<file path="config.mk">
export PLATFORM = sky130hd
export DESIGN_NAME = qdp_core
export DESIGN_NICKNAME = d
export VERILOG_FILES = /design/src/rtl/qdp_pkg.sv /design/src/rtl/qdp_ctrl.sv /design/src/rtl/qdp_datapath.sv /design/src/rtl/qdp_tapdec.sv /design/src/rtl/qdp_core.sv
export SDC_FILE = /design/constraint.sdc
export NUM_CORES = 1
export LEC_CHECK = 0
export BUFFER_PORTS_ARGS = -buffer_cell sky130_fd_sc_hd__buf_4
export CAP_MARGIN = 20
export CORE_MARGIN = 1.5
export CORE_UTILIZATION = 35
export CTS_BUF_LIST = sky130_fd_sc_hd__clkbuf_4
export CTS_CLUSTER_DIAMETER = 50
export CTS_CLUSTER_SIZE = 16
export DETAILED_ROUTE_END_ITERATION = 10
export GPL_TIMING_DRIVEN = 0
export SLEW_MARGIN = 20
export SYNTH_ARGS = -nofsm -noshare
export SYNTH_HDL_FRONTEND = slang
export SYNTH_HIERARCHICAL = 1
export SYNTH_SLANG_ARGS = --single-unit
</file>
<file path="constraint.sdc">
create_clock -name clk -period 4.4 [get_ports clk]
set_input_delay 0.22 -clock clk [delete_from_list [all_inputs] [get_ports clk]]
set_output_delay 0.22 -clock clk [all_outputs]
set_load 0.02 [all_outputs]
</file>
<file path="src/rtl/qdp_pkg.sv">
package qdp_pkg;
  localparam int NUM_POTS      = 4;
  localparam int WIPER_W       = 6;
  localparam int SLOTS_PER_POT = 4;
  localparam int STRAP_W       = 4;
  localparam int BYTE_W        = 8;

  localparam int TAPS   = 1 << WIPER_W;
  localparam int POT_W  = $clog2(NUM_POTS);
  localparam int SLOT_W = $clog2(SLOTS_PER_POT);
  localparam int OP_W   = BYTE_W - POT_W - SLOT_W;
  localparam int DEV_W  = BYTE_W - STRAP_W;

  localparam logic [DEV_W-1:0] DEVICE_CODE = DEV_W'(5);

  localparam logic [OP_W-1:0] OP_RD_WIPER = OP_W'(4'h9);
  localparam logic [OP_W-1:0] OP_WR_WIPER = OP_W'(4'hA);
  localparam logic [OP_W-1:0] OP_RD_STORE = OP_W'(4'hB);
  localparam logic [OP_W-1:0] OP_WR_STORE = OP_W'(4'hC);
  localparam logic [OP_W-1:0] OP_RECALL   = OP_W'(4'hD);
  localparam logic [OP_W-1:0] OP_SAVE     = OP_W'(4'hE);
  localparam logic [OP_W-1:0] OP_STEP_UP  = OP_W'(4'h2);
  localparam logic [OP_W-1:0] OP_STEP_DN  = OP_W'(4'h3);

  typedef enum logic [2:0] {
    ST_IDLE,
    ST_ADDR,
    ST_INSTR,
    ST_DATA,
    ST_DONE
  } seqState_t;

  // One-cycle strobes from control to datapath.
  typedef struct packed {
    logic              wrWiper;
    logic              wrStore;
    logic              save;
    logic              recall;
    logic              stepUp;
    logic              stepDn;
    logic              rdWiper;
    logic              rdStore;
    logic [POT_W-1:0]  pot;
    logic [SLOT_W-1:0] slot;
    logic [WIPER_W-1:0] data;
  } ctrlStb_t;
endpackage

</file>
<file path="src/rtl/qdp_ctrl.sv">
module qdp_ctrl
  import qdp_pkg::*;
(
  input  logic               clk,
  input  logic               rstN,
  input  logic [STRAP_W-1:0] straps,
  input  logic               startStb,
  input  logic               stopStb,
  input  logic               rxValid,
  input  logic [BYTE_W-1:0]  rxByte,
  output ctrlStb_t           ctrl
);
  seqState_t         state, nextState;
  logic [OP_W-1:0]   heldOp;
  logic [POT_W-1:0]  heldPot;
  logic [SLOT_W-1:0] heldSlot;

  logic [OP_W-1:0]   rxOp;
  logic [POT_W-1:0]  rxPot;
  logic [SLOT_W-1:0] rxSlot;
  logic              addrHit;

  assign rxOp    = rxByte[BYTE_W-1 -: OP_W];
  assign rxPot   = rxByte[SLOT_W +: POT_W];
  assign rxSlot  = rxByte[SLOT_W-1:0];
  assign addrHit = (rxByte == {DEVICE_CODE, straps});

  always_comb begin
    ctrl      = '0;
    nextState = state;
    if (startStb) begin
      nextState = ST_ADDR;
    end else if (stopStb) begin
      nextState = ST_IDLE;
    end else if (rxValid) begin
      unique case (state)
        ST_ADDR:  nextState = addrHit ? ST_INSTR : ST_DONE;
        ST_INSTR: begin
          ctrl.pot  = rxPot;
          ctrl.slot = rxSlot;
          nextState = ST_DONE;
          unique case (rxOp)
            OP_WR_WIPER, OP_WR_STORE: nextState = ST_DATA;
            OP_RD_WIPER: ctrl.rdWiper = 1'b1;
            OP_RD_STORE: ctrl.rdStore = 1'b1;
            OP_RECALL:   ctrl.recall  = 1'b1;
            OP_SAVE:     ctrl.save    = 1'b1;
            OP_STEP_UP:  ctrl.stepUp  = 1'b1;
            OP_STEP_DN:  ctrl.stepDn  = 1'b1;
            default: ;
          endcase
        end
        ST_DATA: begin
          ctrl.pot     = heldPot;
          ctrl.slot    = heldSlot;
          ctrl.data    = rxByte[WIPER_W-1:0];
          ctrl.wrWiper = (heldOp == OP_WR_WIPER);
          ctrl.wrStore = (heldOp == OP_WR_STORE);
          nextState    = ST_DONE;
        end
        default: ;
      endcase
    end
  end

  always_ff @(posedge clk) begin
    if (!rstN) begin
      state    <= ST_IDLE;
      heldOp   <= '0;
      heldPot  <= '0;
      heldSlot <= '0;
    end else begin
      state <= nextState;
      if (state == ST_INSTR && rxValid) begin
        heldOp   <= rxOp;
        heldPot  <= rxPot;
        heldSlot <= rxSlot;
      end
    end
  end
endmodule

</file>
<file path="src/rtl/qdp_datapath.sv">
module qdp_datapath
  import qdp_pkg::*;
(
  input  logic                              clk,
  input  logic                              rstN,
  input  ctrlStb_t                          ctrl,
  output logic [NUM_POTS-1:0][WIPER_W-1:0]  wipers,
  output logic                              txValid,
  output logic [BYTE_W-1:0]                 txByte
);
  localparam logic [WIPER_W-1:0] WIPER_MAX = '1;
  localparam logic [WIPER_W-1:0] WIPER_MIN = '0;

  logic [NUM_POTS-1:0][SLOTS_PER_POT-1:0][WIPER_W-1:0] store;
  logic [WIPER_W-1:0] curWiper;
  logic [WIPER_W-1:0] curStore;

  assign curWiper = wipers[ctrl.pot];
  assign curStore = store[ctrl.pot][ctrl.slot];

  always_ff @(posedge clk) begin
    if (!rstN) begin
      wipers  <= '0;
      store   <= '0;
      txValid <= 1'b0;
      txByte  <= '0;
    end else begin
      txValid <= ctrl.rdWiper | ctrl.rdStore;
      if (ctrl.rdWiper)      txByte <= BYTE_W'(curWiper);
      else if (ctrl.rdStore) txByte <= BYTE_W'(curStore);

      if (ctrl.wrWiper) wipers[ctrl.pot] <= ctrl.data;
      if (ctrl.recall)  wipers[ctrl.pot] <= curStore;
      if (ctrl.stepUp && curWiper != WIPER_MAX) wipers[ctrl.pot] <= curWiper + 1'b1;
      if (ctrl.stepDn && curWiper != WIPER_MIN) wipers[ctrl.pot] <= curWiper - 1'b1;

      if (ctrl.wrStore) store[ctrl.pot][ctrl.slot] <= ctrl.data;
      if (ctrl.save)    store[ctrl.pot][ctrl.slot] <= curWiper;
    end
  end
endmodule

</file>
<file path="src/rtl/qdp_tapdec.sv">
module qdp_tapdec #(
  parameter int SEL_W = 6
) (
  input  logic [SEL_W-1:0]        sel,
  output logic [(1<<SEL_W)-1:0]   onehot
);
  always_comb begin
    onehot      = '0;
    onehot[sel] = 1'b1;
  end
endmodule

</file>
<file path="src/rtl/qdp_core.sv">
module qdp_core
  import qdp_pkg::*;
(
  input  logic                      clk,
  input  logic                      rstN,
  input  logic [STRAP_W-1:0]        straps,
  input  logic                      startStb,
  input  logic                      stopStb,
  input  logic                      rxValid,
  input  logic [BYTE_W-1:0]         rxByte,
  output logic                      txValid,
  output logic [BYTE_W-1:0]         txByte,
  output logic [NUM_POTS*TAPS-1:0]  taps
);
  ctrlStb_t ctrl;
  logic [NUM_POTS-1:0][WIPER_W-1:0] wipers;

  qdp_ctrl u_ctrl (
    .clk(clk), .rstN(rstN), .straps(straps),
    .startStb(startStb), .stopStb(stopStb),
    .rxValid(rxValid), .rxByte(rxByte), .ctrl(ctrl)
  );

  qdp_datapath u_dp (
    .clk(clk), .rstN(rstN), .ctrl(ctrl),
    .wipers(wipers), .txValid(txValid), .txByte(txByte)
  );

  for (genvar p = 0; p < NUM_POTS; p++) begin : g_tap
    qdp_tapdec #(.SEL_W(WIPER_W)) u_dec (
      .sel(wipers[p]),
      .onehot(taps[p*TAPS +: TAPS])
    );
  end
endmodule

</file>
==> flow_summary.toml, run 1 <==
[run_status]
outcome = "finished clean"

[drt]
drc = 0
drt_iter0_markers = 939
route.vias.total = 10990
wire_per_inst_um = 21.10
ant_nets = 0
first_pass_iters = 6
routed_via_density = 5.579
routed_wl_um = 41570

[sta]
final_max_slew_viol_count = 0
tightest_slew_ns = 1.114
skew_ns = 0.02961
setup_viol = 0
timing_hold_violations_final = 0
whs_ns = 0.1058
finalCritPeriodShare_pct = 95.24
fmax_mhz = 238.6
period_needed_ns = 4.190
relSlewSlack_pct = 25.43
setup_tns_ns = 0
grt_setup_unrepaired = "false"

[grt]
grt_max_degree = 17
antenna_found_initial = 0
grt.overflow.total = 0
grt_pass1_vias = 10120
track_usage_pct = 26.99
grt_pass1_wl_um = 60100

[setup_path]
crit_arrival_ns = 4.67
crit_buf_inv = 5
crit_chain = "nand2b_1 -> nor4_2 -> clkbuf_4 -> a22o_1 -> buf_6 -> buf_2 -> buf_2 -> nand2b_1 -> clkbuf_1 -> nor2_1 -> mux2i_1 -> a211oi_1"
reg2regPathDepth = 12
worstPathRequired_ns = 4.88
r2r_start = "u_ctrl/state[2]"
crit_type = "reg2reg"
critical_path.startpoint = "u_ctrl/state[2]"
r2r_slack_ns = 0.21
slowest_delay_ns = 0.78
critical-path-slowest-cell = "nor2_1"
crit_fanout = 10
crit_cells = 12
timing.rr.end = "u_dp/store[35]"
critPathTopFamily = "buffers and inverters"
start_kind = "flop"
crit_end = "u_dp/store[35]"
cp-end-kind = "flop"

[yosys]
syn_inst = 1267
yosys-top-cells-area = "dfxtp_1, nor2_1, mux2i_1"
synth_cell_types = 82
syn_area_sq_um = 10000
ys_warn_count = 6
ys.flop_type = "dfxtp_1"
synth_top_area_cell = "dfxtp_1"
yosys_register_bits = 138
yosysTopAreaCellShare_pct = 27.62
async_reset_ff_share_pct = 0
seq_area_frac_synth_pct = 27.62
synth_edf_count = 0
avgSynthCellArea_sq_um = 7.894

[die]
fp.dieArea_sq_um = 29600
rows = 61
io_pins = 282
core_region_area_sq_um = 27930
chipHeight_um = 172.1
dieWidth_um = 172.1
initial_core_util_pct = 35.81

[cells_and_area]
final_util_pct = 46.74
num_antenna_cells = 0
fillers = 2808
nets = 1599
syn_to_final_growth_pct = 30.55
final_cells = 1970
drive_above_1_share_pct = 26.13

[pwr]
cellPowerDensity_nw_per_um2 = 175.8
totalPowerFinal_uw = 2295
p_leak_uw = 0.005186
ir_drop_uv = 195.7

[run]
drv_cap = 0

[placement]
hpwl_um = 30700
io_buffers = 279
gp_congestion = 0.9964
dp.cells = 1925

[clock_tree]
cts_root_buffer = "clkbuf_4"
numCtsBuffers = 17
cts.sinks = 138
path_clk_slew_ns = 0.15
insertion_delay_ns = 0.58
h-tree-depth = 4
cts.path.max_buffers = 2
cts_tree = "done"

[min_path]
hp-class = "in2reg"
hold_depth = 4
[cells by family after synthesis]
group	Yosys count	synth area share, %
AOI/OAI and AO/OA	203	16.16
xor gates and xnor gates	13	1.138
adders and majority gates	3	0.3753
buffers and inverters	140	5.779
DFF	138	27.62
muxes	145	18.55
other	1	0.03749
and+or+nand+nor	624	30.34
[placed cells by master, fill, tap and decap left out, drive strengths merged, types with 7 or more instances in the layout]
master / Yosys / layout
nand3: 12 / 12
o211ai: 8 / 8
nand4b: 17 / 17
or4b: 16 / 16
nand2: 64 / 64
nor2: 400 / 400
dlygate4sd3: 0 / 11
and2: 12 / 12
a31oi: 7 / 7
nor3: 14 / 14
nor3b: 9 / 9
xnor2: 9 / 9
nand2b: 17 / 17
nand4bb: 25 / 25
o221a: 10 / 10
clkbuf: 99 / 116
buf: 33 / 314
o21ai: 11 / 11
inv: 8 / 21
a211oi: 103 / 103
or2: 7 / 7
mux2i: 110 / 110
a21boi: 9 / 9
dfxtp: 138 / 138
mux4: 32 / 32
a21oi: 14 / 14
[metrics by stage]
step	worst slack (ns)	instance area, sq um
global route	0.02767	13060
CTS	0.01367	13030
finish	0.2096	13060
detailed placement	-0.9333	12570
global placement	-0.9361	12570
floorplan	0.7080	10010
[what timing repair did]
action / 4_1_cts / 5_1_grt
hold buffers: 11 / 0
setup buffers: 2 / 1
gates resized for setup: 6 / 8
setup endpoints to repair: 24 / 42
hold endpoints to repair: 11 / 0
[metal layers]
| layer | wire length, um | global-route usage [%] | vias up | share of wire [%] |
|---|---|---|---|---|
| li1 | - | - | 5156 | - |
| met1 | 16100 | 31.41 | 5207 | 39 |
| met2 | 20690 | 48.56 | 538 | 50 |
| met3 | 3291 | 5.608 | 89 | 7.9 |
| met4 | 1484 | 9.830 | 0 | 3.6 |
| met5 | 0 | 0 | - | 0 |
[power breakdown]
group / total, uW / switching, uW / internal (uW) / leakage [uW]
Combinational: 80.9 / 50.5 / 30.4 / 0.00390
Clock: 961 / 587 / 375 / 0.000176
Sequential: 1250 / 1.58 / 1250 / 0.00111
[state kept, by name, summed over array words and instances, names as in the netlist]
| name | flops |
|---|---|
| u_ctrl/heldOp | 4 |
| u_ctrl/heldPot | 2 |
| u_ctrl/heldSlot | 2 |
| u_ctrl/state | 3 |
| u_dp/store | 96 |
| u_dp/txByte | 6 |
| u_dp/txValid | 1 |
| u_dp/wipers | 24 |
[synthesized netlist by cell type, types with 4 or more instances]
cell,instances
nand4bb_1,25
and2_1,12
dfxtp_1,138
o21ai_0,8
and3_1,4
a22o_1,4
nand4_1,5
clkbuf_1,98
a31oi_1,7
buf_1,11
a211oi_1,101
inv_1,7
nand2_1,63
a21oi_1,14
nand3_1,11
nor2_1,399
o221a_2,7
or2_2,7
buf_2,17
nor3b_1,7
or4b_1,15
o211ai_1,8
nor3_1,11
nor2b_1,6
nand2b_1,17
nand3b_1,4
a21boi_0,9
o31ai_1,4
mux2i_1,110
nand4b_1,17
xor2_1,4
or4_1,5
mux4_2,32
xnor2_1,9
[worst min-delay path, stage by stage]
cell	delay [ns]
buf_4	0.14
nand2_1	0.06
a31oi_1	0.03
and4_1	0.17
[worst min path at each step]
stage                           startpoint                to  slack (ns)
after floorplan                   startStb   u_ctrl/state[0]        0.36
after global placement    u_ctrl/heldOp[0]  u_ctrl/heldOp[0]        0.45
after detailed placement  u_ctrl/heldOp[0]  u_ctrl/heldOp[0]        0.46
after CTS                             rstN   u_dp/wipers[15]        0.06
after global routing                  rstN   u_dp/wipers[15]        0.07
final                                 rstN   u_dp/wipers[15]        0.11
[final cells by class]
cell class                 count  area (sq um)  area share [%]
buffer                       131         561.8           4.302
clock buffer                  17         127.6          0.9774
clock inverter                15         191.4           1.466
inverter                       8         30.03          0.2300
multi-input combinational    990          6683           51.18
sequential                   138          2764           21.17
tap                          378         473.0           3.622
timing repair buffer         293          2227           17.06
No activity file was read; power rests on OpenSTA's default activity.
==> inputs of run 2 (changes only) <==
--- a/config.mk
+++ b/config.mk
@@ -14,6 +14,7 @@
 export CTS_CLUSTER_SIZE = 16
 export DETAILED_ROUTE_END_ITERATION = 10
 export GPL_TIMING_DRIVEN = 0
+export RECOVER_POWER = 25
 export SLEW_MARGIN = 20
 export SYNTH_ARGS = -nofsm -noshare
 export SYNTH_HDL_FRONTEND = slang
==> run 2 against run 1 <==
  * Combinational power hardly changed
  * Via count is 0.11% higher
  * First-iteration DRC count is 1.4% lower
  * Global-route usage stayed put
  * Count of clock-buffer cells in the layout stayed put
  * Largest power group unchanged
  * Worst hold slack hardly changed
  * Clock skew is 0.0020 ns higher
  * Sequential share of layout area is 0.55 points higher
  * Fmax is 1.5% higher
==> flow_summary.toml, run 2 (same netlist as run 1, synthesis figures left out) <==
[run_status]
outcome = "finished clean"

[drt]
routed_wl_um = 41710
first_pass_iters = 8
drc = 0
ant_nets = 0
wire_per_inst_um = 21.17
routed_via_density = 5.585
route.vias.total = 11000
drt_iter0_markers = 926

[cells_and_area]
nets = 1599
num_antenna_cells = 0
syn_to_final_growth_pct = 27.23
layout_common_cells = "nor2_1, buf_4, clkbuf_1, dfxtp_1, mux2i_1"
regMostFlops = "u_dp/store"
reg.largest.list = "u_dp/store: 96 flops, u_dp/wipers: 24 flops, u_dp/txByte: 6 flops"
drive_above_1_share_pct = 20.54
final_common_cell = "nor2_1"
largest_reg_flops = 96

[run]
drv_cap = 0

[pwr]
totalPowerFinal_uw = 2294
ir_drop_uv = 194.2
p_leak_uw = 0.004806
cellPowerDensity_nw_per_um2 = 180.3

[setup_path]
crit_arrival_ns = 4.61
crit_fanout = 10
start_kind = "flop"
cp-end-kind = "flop"
crit_type = "reg2reg"
worstPathRequired_ns = 4.88

[sta]
setup_viol = 0
tightest_slew_ns = 1.154
grt_setup_unrepaired = "false"
timing_hold_violations_final = 0
skew_ns = 0.03159
fmax_mhz = 242.1
final_max_slew_viol_count = 0
period_needed_ns = 4.130
whs_ns = 0.1059
finalCritPeriodShare_pct = 93.87
relSlewSlack_pct = 22.80
layout_setup_ws_ns = 0.2699

[placement]
hpwl_um = 30700
gp_congestion = 0.9964
io_buffers = 279
pre_cts_ws_ns = -0.9333

[clock_tree]
path_clk_slew_ns = 0.15
cts_root_buffer = "clkbuf_4"
insertion_delay_ns = 0.58
cts.sinks = 138
cts.path.max_buffers = 2
cts_tree = "done"
numCtsBuffers = 17
h-tree-depth = 4

[min_path]
hp-class = "in2reg"

[die]
rows = 61
dieWidth_um = 172.1
io_pins = 282
core_region_area_sq_um = 27930
fp.dieArea_sq_um = 29600
initial_core_util_pct = 35.81
chipHeight_um = 172.1

[grt]
grt.overflow.total = 0
track_usage_pct = 26.99
grt_pass1_vias = 10120
antenna_found_initial = 0
met1_usage_pct = 31.41
grt_pass1_wl_um = 60100
grt_max_degree = 17
grt_use_met2_pct = 48.56
grt_busiest_layer = "met2"
gr-usage-met3_pct = 5.608
==> run 2: worst max-delay path, stage by stage (launching register included) <==
cell and delay (ns):
dfxtp_1 0.36, nand2b_1 0.21, nor4_2 0.22, clkbuf_4 0.26
a22o_1 0.17, buf_6 0.21, buf_2 0.43, buf_2 0.38
nand2b_1 0.17, clkbuf_1 0.36, nor2_1 0.74, mux2i_1 0.18
a211oi_1 0.33
==> run 2: final cells by class <==
type / instances / area [sq um]
Clock inverter: 15 / 191.4
Fill cell: 2913 / 15210
Tap cell: 378 / 473.0
Buffer: 131 / 556.8
Multi-Input combinational cell: 990 / 6671
Timing Repair Buffer: 293 / 1912
Sequential cell: 138 / 2764
Inverter: 8 / 30.03
Clock buffer: 17 / 127.6
==> run 2: power breakdown <==
group | switching, uW | leakage, uW | total [uW] | internal [uW]
registers | 1.32 | 0.00111 | 1250 | 1250
logic | 50.5 | 0.00352 | 80.6 | 30.1
clock network | 586 | 0.000176 | 961 | 375
total | 638 | 0.00481 | 2290 | 1660
==> run 2: routing by layer <==
| metal | wire length (um) | share of wire (%) |
|---|---|---|
| met4 | 1498 | 3.6 |
| met5 | 0 | 0 |
| met2 | 20670 | 50 |
| met3 | 3382 | 8.1 |
| met1 | 16160 | 39 |
==> run 2: final timing paths <==
path                                       start          endpoint  slack [ns]  cells past startpoint
worst max-delay path             u_ctrl/state[2]    u_dp/store[35]        0.27                     12
worst max register to register   u_ctrl/state[2]    u_dp/store[35]        0.27                     12
worst min register to register  u_ctrl/heldOp[3]  u_ctrl/heldOp[3]        0.48                      2
worst min-delay path                        rstN   u_dp/wipers[15]        0.11                      4
==> run 2: through the flow <==
stage               cell area (sq um)  utilization, %  setup TNS (ns)  instances
floorplan                       10010               -               0       1268
global placement                12570           45.01          -18.36       1925
detailed placement              12570           45.01          -18.32       1925
CTS                             13030           46.63               0       1969
global route                    12730           45.56               0       1970
finish                          12730           45.56               0       1970
==> run 2: timing repair <==
item,in CTS,in global routing
hold buffers,11,0
endpoints found under the setup margin,24,42
resized for setup,6,8
hold endpoints to repair,11,0
setup buffers,2,1
gates cloned,0,0
==> inputs of run 3 (changes only) <==
--- a/config.mk
+++ b/config.mk
@@ -7,7 +7,7 @@
 export LEC_CHECK = 0
 export BUFFER_PORTS_ARGS = -buffer_cell sky130_fd_sc_hd__buf_4
 export CAP_MARGIN = 20
-export CORE_MARGIN = 1.5
+export CORE_MARGIN = 10
 export CORE_UTILIZATION = 35
 export CTS_BUF_LIST = sky130_fd_sc_hd__clkbuf_4
 export CTS_CLUSTER_DIAMETER = 50
==> run 3 against run 2 <==
  * Total power is 9.9% lower
  * Wire length is 6.3% higher
  * Global-route usage is 4.0 points lower
  * Fmax is 0.64% lower
  * Via count is 0.60% higher
  * Critical path depth is 2 higher
==> flow_summary.toml, run 3 (same netlist as run 1, synthesis figures left out) <==
[run_status]
outcome = "finished clean"

[drt]
drc = 0
route.vias.total = 11070
drt_iter0_markers = 879
wire_per_inst_um = 22.43
ant_nets = 0
first_pass_iters = 6
routed_wl_um = 44330
routed_via_density = 5.601

[grt]
track_usage_pct = 22.95
grt_pass1_wl_um = 64870
grt_pass1_vias = 10510
antenna_found_initial = 1
grt.overflow.total = 0
grt_max_degree = 17

[sta]
setup_viol = 0
setup_tns_ns = 0
grt_setup_unrepaired = "false"
skew_ns = 0.03128
relSlewSlack_pct = 30.98
finalCritPeriodShare_pct = 94.48
final_max_slew_viol_count = 0
fmax_mhz = 240.6
period_needed_ns = 4.157
timing_hold_violations_final = 0
tightest_slew_ns = 1.033

[cells_and_area]
reg.largest.list = "u_dp/store: 96 flops, u_dp/wipers: 24 flops, u_dp/txByte: 6 flops"
regMostFlops = "u_dp/store"
layout_common_cells = "nor2_1, buf_4, clkbuf_1, dfxtp_1, mux2i_1"
syn_to_final_growth_pct = 26.68
multi_input_area_sq_um = 6691
regArea_sq_um = 2764
largest_reg_flops = 96
drive_above_1_share_pct = 20.34
postLayoutCellArea_sq_um = 12670
nets = 1601
fillers = 2884
final_common_cell = "nor2_1"

[clock_tree]
path_clk_slew_ns = 0.14
numCtsBuffers = 17
cts_root_buffer = "clkbuf_4"
insertion_delay_ns = 0.57
cts_tree = "done"
h-tree-depth = 4
cts.sinks = 138
cts.path.max_buffers = 2

[setup_path]
start_kind = "flop"
crit_type = "reg2reg"
critical_path.startpoint = "u_ctrl/state[2]"
cp_common_cell = "buf_2"
crit_buf_inv = 4
worstPathRequired_ns = 4.86
critical-path-slowest-cell = "mux4_2"
critPathTopFamily = "buffers and inverters"
slowest_delay_ns = 0.43
cp-end-kind = "flop"
crit_chain = "nand2b_1 -> nor4_2 -> buf_2 -> a22o_1 -> buf_6 -> mux4_2 -> buf_2 -> ha_1 -> nand3_1 -> o21ai_2 -> clkbuf_4 -> nor3_1 -> or4_1 -> o41ai_1"
crit_arrival_ns = 4.62
crit_fanout = 11
r2r_start = "u_ctrl/state[2]"

[placement]
gp_congestion = 0.9713
dpl_cell_area_sq_um = 12570
hpwl_um = 33310
io_buffers = 279

[die]
io_pins = 282
fp.dieArea_sq_um = 35740
initial_core_util_pct = 35.71
rows = 61
core_region_area_sq_um = 28010
dieWidth_um = 189.1
chipHeight_um = 189.1

[pwr]
ir_drop_uv = 183.3
totalPowerFinal_uw = 2067
p_leak_uw = 0.004769
cellPowerDensity_nw_per_um2 = 163.1

[min_path]
worstHoldStart = "rstN"
hp-class = "in2reg"

[run]
drv_cap = 0
run 3: cell count changes in the layout (fill, tap and decap cells not counted), sizes merged:
cell      previous run  this run
bufinv               2         0
clkbuf             204       203
diode                0         5
buf                226       228
inv                 21        12
clkinvlp             0         3
clkinv               0         7
mux4                32        33
run 3: final timing paths:
kind / to / slack [ns] / depth (start not counted)
setup / recovery: u_dp/wipers[1] / 0.24 / 14
hold / removal: u_dp/wipers[15] / 0.12 / 4
setup reg to reg: u_dp/wipers[1] / 0.24 / 14
hold reg to reg: u_ctrl/heldOp[0] / 0.47 / 2
run 3: timing repair:
action                     CTS  global route
hold endpoints to repair    11             0
buffers inserted             0             4
gates resized for setup      8             5
setup endpoints to repair   24            20
hold buffers                11             0
gates cloned                 0             1
run 3: metal layers:
metal / vias up / global-route usage [%] / wire, um / share of wire [%]
li1: 5156 / - / - / -
met1: 5293 / 26.10 / 17080 / 39
met2: 531 / 41.65 / 22300 / 50
met3: 88 / 4.796 / 3604 / 8.1
met4: 0 / 7.662 / 1347 / 3.0
met5: - / 0 / 0 / 0
run 3: stage by stage:
step / hold slack [ns] / instances / worst slack [ns] / util [%]
global route: 0.09443 / 1976 / 0.08543 / 45.24
detailed placement: 0.4543 / 1925 / -0.8835 / 44.89
CTS: 0.07596 / 1966 / 0.07463 / 46.16
finish: 0.1152 / 1976 / 0.2431 / 45.24
floorplan: 0.3563 / 1268 / 0.7080 / -
global placement: 0.4510 / 1925 / -0.8201 / 44.89
run 3: worst reg2reg max path: stages (launching register included):
cell and delay (ns):
dfxtp_1 0.36, nand2b_1 0.21, nor4_2 0.21, buf_2 0.25
a22o_1 0.34, buf_6 0.26, mux4_2 0.43, buf_2 0.38
ha_1 0.29, nand3_1 0.15, o21ai_2 0.31, clkbuf_4 0.29
nor3_1 0.06, or4_1 0.43, o41ai_1 0.08
run 3: final cells by class:
cell class / count / share of cell area [%]
multi-input cells: 991 / 52.81
flip-flops and latches: 138 / 21.81
plain buffers: 131 / 4.414
inverters: 8 / 0.2370
clock buffers: 17 / 1.007
well taps: 378 / 3.733
diodes: 5 / 0.09875
repair buffers: 294 / 15.12
clock inverters: 14 / 0.7702
run 3: power breakdown:
| part | switching [uW] | internal [uW] | total [uW] |
|---|---|---|---|
| logic | 50.4 | 30.1 | 80.6 |
| registers | 1.19 | 1250 | 1250 |
| clock network | 514 | 221 | 735 |
